<file path="src/rtl/mdio_pkg.sv">
package mdio_pkg;

  localparam int BODY_W   = 32;
  localparam int DATA_W   = 16;
  localparam int FLD_RD   = 29;
  localparam int PHY_HI   = 27;
  localparam int PHY_LO   = 23;
  localparam int REGA_HI  = 22;
  localparam int REGA_LO  = 18;

  // Frame body after the preamble: start, opcode, addresses, turnaround, data.
  function automatic logic [BODY_W-1:0] cl22_body(
    input logic              is_rd,
    input logic [4:0]        phy,
    input logic [4:0]        rega,
    input logic [DATA_W-1:0] wdata
  );
    logic [1:0] opc;
    logic [1:0] ta;
    logic [DATA_W-1:0] dfld;
    opc  = is_rd ? 2'b10 : 2'b01;
    ta   = is_rd ? 2'b00 : 2'b10;
    dfld = is_rd ? '0 : wdata;
    return {2'b01, opc, phy, rega, ta, dfld};
  endfunction

endpackage

</file>
<file path="src/rtl/mdio_mdc_div.sv">
module mdio_mdc_div #(
  parameter int BASE_DIV = 8,
  parameter int SEL_W    = 2
) (
  input  logic             clk,
  input  logic             rst,
  input  logic             run,
  input  logic             restart,
  input  logic [SEL_W-1:0] sel,
  output logic             mdc,
  output logic             rise_stb,
  output logic             fall_stb
);

  localparam int MAX_DIV = BASE_DIV << ((1 << SEL_W) - 1);
  localparam int CNT_W   = $clog2(MAX_DIV);

  logic [CNT_W-1:0] cnt;
  logic [CNT_W-1:0] last_cnt;
  logic [CNT_W-1:0] half_cnt;

  always_comb begin
    last_cnt = CNT_W'((BASE_DIV << sel) - 1);
    half_cnt = CNT_W'(((BASE_DIV << sel) / 2) - 1);
  end

  assign rise_stb = run && (cnt == half_cnt);
  assign fall_stb = run && (cnt == last_cnt);

  always_ff @(posedge clk) begin
    if (rst || restart || !run) begin
      cnt <= '0;
      mdc <= 1'b0;
    end else begin
      cnt <= fall_stb ? '0 : cnt + 1'b1;
      if (rise_stb) begin
        mdc <= 1'b1;
      end else if (fall_stb) begin
        mdc <= 1'b0;
      end
    end
  end

  // a stopped divider holds MDC low
  assert_stop_low_R10: assert property (@(posedge clk) disable iff (rst)
    !run |=> !mdc);

  // phase counter never passes the selected ratio
  assert_cnt_range_R2: assert property (@(posedge clk) disable iff (rst)
    cnt <= last_cnt);

endmodule

</file>
<file path="src/rtl/mdio_frame_seq.sv">
module mdio_frame_seq
  import mdio_pkg::*;
#(
  parameter int PRE_LEN = 32
) (
  input  logic              clk,
  input  logic              rst,
  input  logic              start,
  input  logic              en,
  input  logic              is_rd,
  input  logic [4:0]        phy,
  input  logic [4:0]        rega,
  input  logic [DATA_W-1:0] wdata,
  input  logic              rise_stb,
  input  logic              fall_stb,
  input  logic              mdio_in,
  output logic              busy,
  output logic              rd_q,
  output logic              fin,
  output logic [DATA_W-1:0] cap,
  output logic              mdio_out,
  output logic              mdio_oe
);

  localparam int FRAME_W  = PRE_LEN + BODY_W;
  localparam int BIT_W    = $clog2(FRAME_W);
  localparam int TA_BIT   = PRE_LEN + 14;
  localparam int DATA_BIT = PRE_LEN + 16;
  localparam logic [BIT_W-1:0] LAST_BIT = BIT_W'(FRAME_W - 1);
  localparam logic [BIT_W-1:0] PRE_TA   = BIT_W'(TA_BIT - 1);
  localparam logic [BIT_W-1:0] FIRST_RX = BIT_W'(DATA_BIT);

  logic [FRAME_W-1:0] frame;
  logic [FRAME_W-1:0] shreg;
  logic [BIT_W-1:0]   bit_idx;

  assign frame = {{PRE_LEN{1'b1}}, cl22_body(is_rd, phy, rega, wdata)};
  assign fin   = busy && fall_stb && (bit_idx == LAST_BIT);

  always_ff @(posedge clk) begin
    if (rst) begin
      busy     <= 1'b0;
      rd_q     <= 1'b0;
      bit_idx  <= '0;
      shreg    <= '0;
      mdio_out <= 1'b0;
      mdio_oe  <= 1'b0;
    end else if (start) begin
      busy     <= 1'b1;
      rd_q     <= is_rd;
      bit_idx  <= '0;
      shreg    <= frame << 1;
      mdio_out <= frame[FRAME_W-1];
      mdio_oe  <= 1'b1;
    end else if (busy && !en) begin
      busy     <= 1'b0;
      mdio_out <= 1'b0;
      mdio_oe  <= 1'b0;
    end else if (fall_stb) begin
      if (bit_idx == LAST_BIT) begin
        busy     <= 1'b0;
        mdio_out <= 1'b0;
        mdio_oe  <= 1'b0;
      end else begin
        bit_idx  <= bit_idx + 1'b1;
        mdio_out <= shreg[FRAME_W-1];
        shreg    <= shreg << 1;
        mdio_oe  <= !(rd_q && (bit_idx >= PRE_TA));
      end
    end
  end

  always_ff @(posedge clk) begin
    if (rst) begin
      cap <= '0;
    end else if (busy && rise_stb && rd_q && (bit_idx >= FIRST_RX)) begin
      cap <= {cap[DATA_W-2:0], mdio_in};
    end
  end

  // a write frame keeps the pad driven
  assert_write_drives_R6: assert property (@(posedge clk) disable iff (rst)
    (busy && !rd_q) |-> mdio_oe);

  // no capture happens while the master still drives the pad
  assert_rx_released_R7: assert property (@(posedge clk) disable iff (rst)
    (busy && rd_q && rise_stb && (bit_idx >= FIRST_RX)) |-> !mdio_oe);

endmodule

</file>
<file path="src/rtl/mdio_frame_master.sv">
module mdio_frame_master
  import mdio_pkg::*;
#(
  parameter int BASE_DIV = 8,
  parameter int SEL_W    = 2,
  parameter int PRE_LEN  = 32,
  parameter int CMD_W    = 32
) (
  input  logic             clk,
  input  logic             rst,
  input  logic             mgmt_en,
  input  logic [SEL_W-1:0] div_sel,
  input  logic             cmd_wr,
  input  logic [CMD_W-1:0] cmd_word,
  output logic             status_idle,
  output logic [CMD_W-1:0] data_word,
  output logic             mdc,
  output logic             mdio_out,
  output logic             mdio_oe,
  input  logic             mdio_in
);

  logic             busy;
  logic             rd_q;
  logic             fin;
  logic             accept;
  logic             run;
  logic             rise_stb;
  logic             fall_stb;
  logic [SEL_W-1:0] sel_q;
  logic [DATA_W-1:0] cap;

  assign accept      = cmd_wr && mgmt_en && !busy;
  assign run         = busy && mgmt_en;
  assign status_idle = !busy;

  always_ff @(posedge clk) begin
    if (rst) begin
      sel_q     <= '0;
      data_word <= '0;
    end else if (accept) begin
      sel_q     <= div_sel;
      data_word <= cmd_word;
    end else if (fin && rd_q) begin
      data_word[DATA_W-1:0] <= cap;
    end
  end

  mdio_mdc_div #(
    .BASE_DIV (BASE_DIV),
    .SEL_W    (SEL_W)
  ) u_div (
    .clk      (clk),
    .rst      (rst),
    .run      (run),
    .restart  (accept),
    .sel      (sel_q),
    .mdc      (mdc),
    .rise_stb (rise_stb),
    .fall_stb (fall_stb)
  );

  mdio_frame_seq #(
    .PRE_LEN (PRE_LEN)
  ) u_seq (
    .clk      (clk),
    .rst      (rst),
    .start    (accept),
    .en       (mgmt_en),
    .is_rd    (cmd_word[FLD_RD]),
    .phy      (cmd_word[PHY_HI:PHY_LO]),
    .rega     (cmd_word[REGA_HI:REGA_LO]),
    .wdata    (cmd_word[DATA_W-1:0]),
    .rise_stb (rise_stb),
    .fall_stb (fall_stb),
    .mdio_in  (mdio_in),
    .busy     (busy),
    .rd_q     (rd_q),
    .fin      (fin),
    .cap      (cap),
    .mdio_out (mdio_out),
    .mdio_oe  (mdio_oe)
  );

  // a command arriving mid-frame leaves the stored word alone
  assert_busy_ignore_R3: assert property (@(posedge clk) disable iff (rst)
    (busy && cmd_wr && !fin) |=> $stable(data_word));

  // an idle port is silent
  assert_idle_quiet_R4: assert property (@(posedge clk) disable iff (rst)
    status_idle |-> (!mdc && !mdio_oe));

  // the driven bit moves only with a falling MDC
  assert_out_on_fall_R8: assert property (@(posedge clk) disable iff (rst)
    (busy && $past(busy) && !$stable(mdio_out)) |-> $fell(mdc));

  // with enable low, an idle port stays idle
  assert_en_gate_R11: assert property (@(posedge clk) disable iff (rst)
    (!mgmt_en && status_idle) |=> status_idle);

endmodule

</file>
<file path="config.mk">
export PLATFORM = sky130hd
export DESIGN_NAME = mdio_frame_master
export DESIGN_NICKNAME = d
export VERILOG_FILES = /design/src/rtl/mdio_pkg.sv /design/src/rtl/mdio_mdc_div.sv /design/src/rtl/mdio_frame_seq.sv /design/src/rtl/mdio_frame_master.sv
export SDC_FILE = /design/constraint.sdc
export NUM_CORES = 1
export LEC_CHECK = 0
export ABC_CLOCK_PERIOD_IN_PS = 4000
export BUFFER_PORTS_ARGS = -buffer_cell sky130_fd_sc_hd__clkbuf_2
export CAP_MARGIN = 20
export CELL_PAD_IN_SITES_DETAIL_PLACEMENT = 1
export CELL_PAD_IN_SITES_GLOBAL_PLACEMENT = 1
export CORE_ASPECT_RATIO = 0.8
export CORE_MARGIN = 4
export CORE_UTILIZATION = 25
export DETAILED_ROUTE_END_ITERATION = 8
export GPL_ROUTABILITY_DRIVEN = 1
export GPL_TIMING_DRIVEN = 1
export HOLD_SLACK_MARGIN = 0.08
export PLACE_DENSITY = 0.58
export SYNTH_ARGS = -nofsm -noshare
export SYNTH_HDL_FRONTEND = slang
export SYNTH_SLANG_ARGS = --single-unit
</file>
<file path="constraint.sdc">
create_clock -name clk -period 4 [get_ports clk]
set_clock_uncertainty 0.15 [all_clocks]
set_input_delay 0.6 -clock clk [delete_from_list [all_inputs] [get_ports clk]]
set_output_delay 0.6 -clock clk [all_outputs]
set_load 0.02 [all_outputs]
</file>
Yosys cells after proc, flatten, opt, wreduce, memory -nomap -nowiden
Cells that the tools add are included.
- add/subtract/negate cells: 5
- magnitude comparators: 2
- eq/ne operators: 5
- shifts and indexed selects: 1
- muxes and demuxes: 23
- bitwise gates (word level): 3
- reduce and logical (&&, ||, !) cells: 29
- operators by type and width (operator ; count):
    $mux 64 ; 4
    $mux 16 ; 3
    $shl 4x2->32 const A ; 1
    $mux 1 ; 14
    $logic_and 1x1->1 ; 13
    $add 6x1->6 const B ; 2
    $eq 6x6->1 ; 2
    $ge 6x6->1 const B ; 2
    $sub 6x2->6 const B ; 2
    $add 6x1->6 ; 1
    $eq 6x6->1 const B ; 1
    $reduce_and 3->1 ; 2
    $reduce_bool 2->1 ; 3
    $reduce_bool 3->1 ; 2
    $logic_not 1->1 ; 4
    $mux 2 ; 2
    $ne 2x2->1 const B ; 2
    $reduce_or 2->1 ; 2
    $logic_or 1x1->1 ; 2
    $not 1->1 ; 2
    $reduce_and 2->1 ; 1
    $and 1x1->1 ; 1
- bits in registers: 130
- input port bits: 39
- output and inout port bits: 36
- word-level logic and storage cells: 81

Logic depth before layout (Yosys ltp)
- depth in word-level cells: 9
- depth in mapped cells: 8
- depth with buffers taken out: 6

By module
From an unflattened synthesis, not the netlist that was laid out.
- cells, all modules: 654
- area, all modules: 5629.1 µm²
- by module, submodules not included (module ; times used ; cells an instance ; area an instance (µm²) ; sequential area each (µm²)):
    mdio_frame_seq ; 1 ; 434 ; 3716.1 ; 1781.7
    mdio_frame_master ; 1 ; 172 ; 1486.4 ; 680.7
    mdio_mdc_div ; 1 ; 48 ; 426.7 ; 140.1

Worst setup path after synthesis
No wires, ideal clock.
- kind: input -> register
- start point: input port mgmt_en
- end point: register u_seq.cap[10]
- setup time: 0.128 ns
- data arrival time: 1.912 ns
- required time: 3.722 ns
- slack: 1.810 ns
- cell stages on the path: 6
- path buffers: 1
- cell sequence: and2_1 > nand3b_1 > a2111oi_4 > buf_6 > mux2i_1 > nor2_1
- cells in the longest elaborated chain, start to end: 5
- ends and longest elaborated chain (item ; RTL line ; RTL):
    start: declaration ; mdio_frame_master.sv:11 ; input logic mgmt_en,
    $logic_and 1x1->1 ; mdio_frame_master.sv:34 ; assign run = busy && mgmt_en;
    $logic_and 1x1->1 ; mdio_mdc_div.sv:27 ; assign rise_stb = run && (cnt == half_cnt);
    $logic_and 1x1->1 (3 in a row) ; mdio_frame_seq.sv:76 ; end else if (busy && rise_stb && rd_q && (bit_idx >= FIRST_RX)) begin
    end signal: assignment ; mdio_frame_seq.sv:77 ; cap <= {cap[DATA_W-2:0], mdio_in};
    end: declaration ; mdio_frame_seq.sv:20 ; output logic [DATA_W-1:0] cap,
Every way passes these cells.
A chain may end at the register's enable or synchronous reset.

Worst setup path after layout
- start point: register sel_q[1]
- end point: register u_seq.shreg[1]
- cells in the longest elaborated chain, start to end: 6
- ends and longest elaborated chain (item ; RTL line ; RTL):
    start: declaration ; mdio_frame_master.sv:30 ; logic [SEL_W-1:0] sel_q;
    start signal: assignment ; mdio_frame_master.sv:42 ; sel_q <= div_sel;
    $shl 4x2->32 ; - ;
    $sub 6x2->6 ; mdio_mdc_div.sv:23 ; last_cnt = CNT_W'((BASE_DIV << sel) - 1);
    $eq 6x6->1 ; mdio_mdc_div.sv:28 ; assign fall_stb = run && (cnt == last_cnt);
    $logic_and 1x1->1 ; mdio_mdc_div.sv:28 ;
    $reduce_bool 2->1 (no line) ; - ;
    $reduce_and 3->1 (no line) ; - ;
    end signal: assignment ; mdio_frame_seq.sv:52 ; shreg <= frame << 1;
    end signal: assignment ; mdio_frame_seq.sv:67 ; shreg <= shreg << 1;
    end: declaration ; mdio_frame_seq.sv:34 ; logic [FRAME_W-1:0] shreg;
Every way passes these cells.

==> flow_summary.json <==
{
  "outcome": "finished clean",
  "grt_pass1_vias": 4698,
  "drt-total-wl_um": 14600,
  "drt_pass1_iterations": 4,
  "crit_type": "reg2reg",
  "critPathArrivalTime_ps": 2840,
  "drcViolationCount": 0,
  "r2r-start": "sel_q[1]",
  "finalMaxSlewViolations": 0,
  "synth-warning-count": 0,
  "fmax_mhz": 371,
  "gp_congestion": 0.729,
  "synth_seq_area_share_pct": 48.4,
  "overflow": 0,
  "setup_viol": 0,
  "wire_per_inst_um": 15.2,
  "clkTransAtPathRegs_ps": 50,
  "finalHoldViolCount": 0,
  "cts-root-buf": "clkbuf_16",
  "io-pin-count": 75,
  "synth_common_cells": "dfxtp_1 (129), nor2_1 (98), nor3_1 (87), nand2_1 (83), a21oi_1 (50)",
  "synth_edf_count": 0,
  "hpwl_um": 9640,
  "rsz0062_at_grt": "no",
  "fin_nets": 723,
  "yosysMostFrequentCell": "dfxtp_1",
  "row_count": 47,
  "core_area_mm2": 0.0208,
  "min_path_type": "in2reg",
  "tightest_slew_ps": 829,
  "grt.total_usage_pct": 12.6,
  "cts_tree": "yes",
  "min_path_cells": 3,
  "ant_nets": 0,
  "cp_max_fo": 34,
  "p_per_area_mw_per_mm2": 503,
  "required_ps": 4140,
  "num_vias": 4571,
  "netlist-cell-type-count": 41,
  "endpoint_kind": "flip-flop",
  "via_per_inst": 4.76,
  "synth_nets": 676,
  "synthesis.area_mm2": 0.00534,
  "grt_pass1_wl_um": 24700,
  "antenna_found_initial": 0,
  "avgSynthCellArea_um2": 8.43,
  "yosys-top-cells-area": "dfxtp_1 (48%), nor3_1 (8.2%), nor2_1 (6.9%)",
  "postCtsHoldBufs": 0,
  "cts_inserted_buffers": 17,
  "cts_resized": 0,
  "synth_ff_type": "dfxtp_1",
  "relSlewSlack_pct": 44.7,
  "finalPower_uw": 3270,
  "synth_area_leader_cell": "dfxtp_1",
  "cp-start-kind": "flip-flop",
  "port_buffers": 74,
  "area_delta_synth_final_pct": 21.6,
  "clockBufferDepth": 2,
  "reg2reg_depth": 6,
  "die-area_mm2": 0.0238,
  "timing.final.crit_share_pct": 67.4,
  "clk_latency_ps": 410,
  "synthCells": 633,
  "htreeDepth": 4,
  "maxCapViolCount": 0,
  "crit_start": "sel_q[1]",
  "synth_seq_cells": 129,
  "post_cts_buffers": 0,
  "n_antenna_cell": 0,
  "layout_min_cycle_time_ps": 2700,
  "fin_tns_setup_ps": 0,
  "irDropWorstVdd_mv": 0.205,
  "die_x_um": 171,
  "grt_max_degree": 72,
  "synthArstFlopShare_pct": 0,
  "drive_gt1_share_pct": 19.5,
  "yosysTopAreaCellShare_pct": 48.4,
  "start_util_pct": 25.6,
  "die_h_um": 139,
  "holdCritStartpoint": "cmd_word[17]",
  "clock-sinks": 129,
  "drt_iter0_drc": 219,
  "p_leak_uw": 0.00250
}
-- path summary, 6_finish.rpt --
path,to,slack (ps)
worst max-delay path,u_seq.shreg[1],1300
worst max register to register,u_seq.shreg[1],1300
worst min register to register,u_div.cnt[0],300
worst min-delay path,data_word[17],260
-- layout make-up --
type,instances,area [um2]
inverter,4,15.0
multi-input combinational,445,2470
sequential,129,2580
clock buffer,20,457
clock inverter,11,161
tap,269,337
timing repair buffer,83,465
fill,2455,14300
-- cells in the final DEF (no fill, tap or decap), drive strengths merged, types with 2 or more instances in the layout --
master	n
a2111oi	2
a21oi	50
a22oi	10
a311oi	17
a31oi	5
and2	2
and3	5
buf	10
bufinv	4
clkbuf	93
clkinv	6
dfxtp	129
ha	4
inv	4
mux2i	16
nand2	83
nand2b	4
nand3	20
nor2	98
nor3	87
nor4	16
o211ai	2
o21ai	3
or3	2
xnor2	6
xor2	5
-- stage by stage --
stage / cell area (um2) / util (%) / instances / worst slack (ps) / hold WS [ps]
2_1_floorplan: 5340 / - / 633 / 1810 / 268
3_3_place_gp: 5870 / 28.2 / 930 / 1290 / 277
3_5_place_dp: 5870 / 28.2 / 930 / 1220 / 291
4_1_cts: 6490 / 31.2 / 961 / 1250 / 234
5_1_grt: 6490 / 31.2 / 961 / 1100 / 249
6_report: 6490 / 31.2 / 961 / 1300 / 258
-- cell families (layout without fill, tap and decap cells) --
family | Yosys count | in the layout | synth area share (%)
buf+inv | 59 | 118 | 5.63
simple gates | 322 | 322 | 28.6
fa+ha+maj | 4 | 4 | 0.938
compound gates | 92 | 92 | 11.7
mux | 16 | 16 | 3.00
flops | 129 | 129 | 48.4
xor+xnor | 11 | 11 | 1.81
-- critical path, stage by stage (launching register included) --
cell and delay, ps:
dfxtp_1 430, or4_4 600, o211ai_2 110, nand3_2 550
buf_4 460, a31oi_1 210, nor2_1 60
-- sequential cells by signal, summed over array words and instances, names as in the netlist --
register and flops:
u_seq.shreg 63, data_word 32, u_seq.cap 16, u_div.cnt 6, u_seq.bit_idx 6, sel_q 2
u_div.mdc 1, u_seq.busy 1, u_seq.mdio_oe 1, u_seq.mdio_out 1
-- layer usage --
layer,GRT usage [%],vias to the layer above,share of wire [%]
met5,0,-,0
met2,19.2,74,44
met1,17.5,2189,50
li1,-,2295,-
met3,3.82,13,4.5
met4,3.25,0,0.93
-- power by group --
part / internal [uW] / switching [uW] / total, uW / leakage, uW
sequential: 1350 / 36.2 / 1380 / 0.00106
combinational: 92.4 / 150 / 243 / 0.00114
clock: 1070 / 572 / 1640 / 0.000305
total: 2510 / 759 / 3270 / 0.00250
Power figures use the tool's default switching activity.
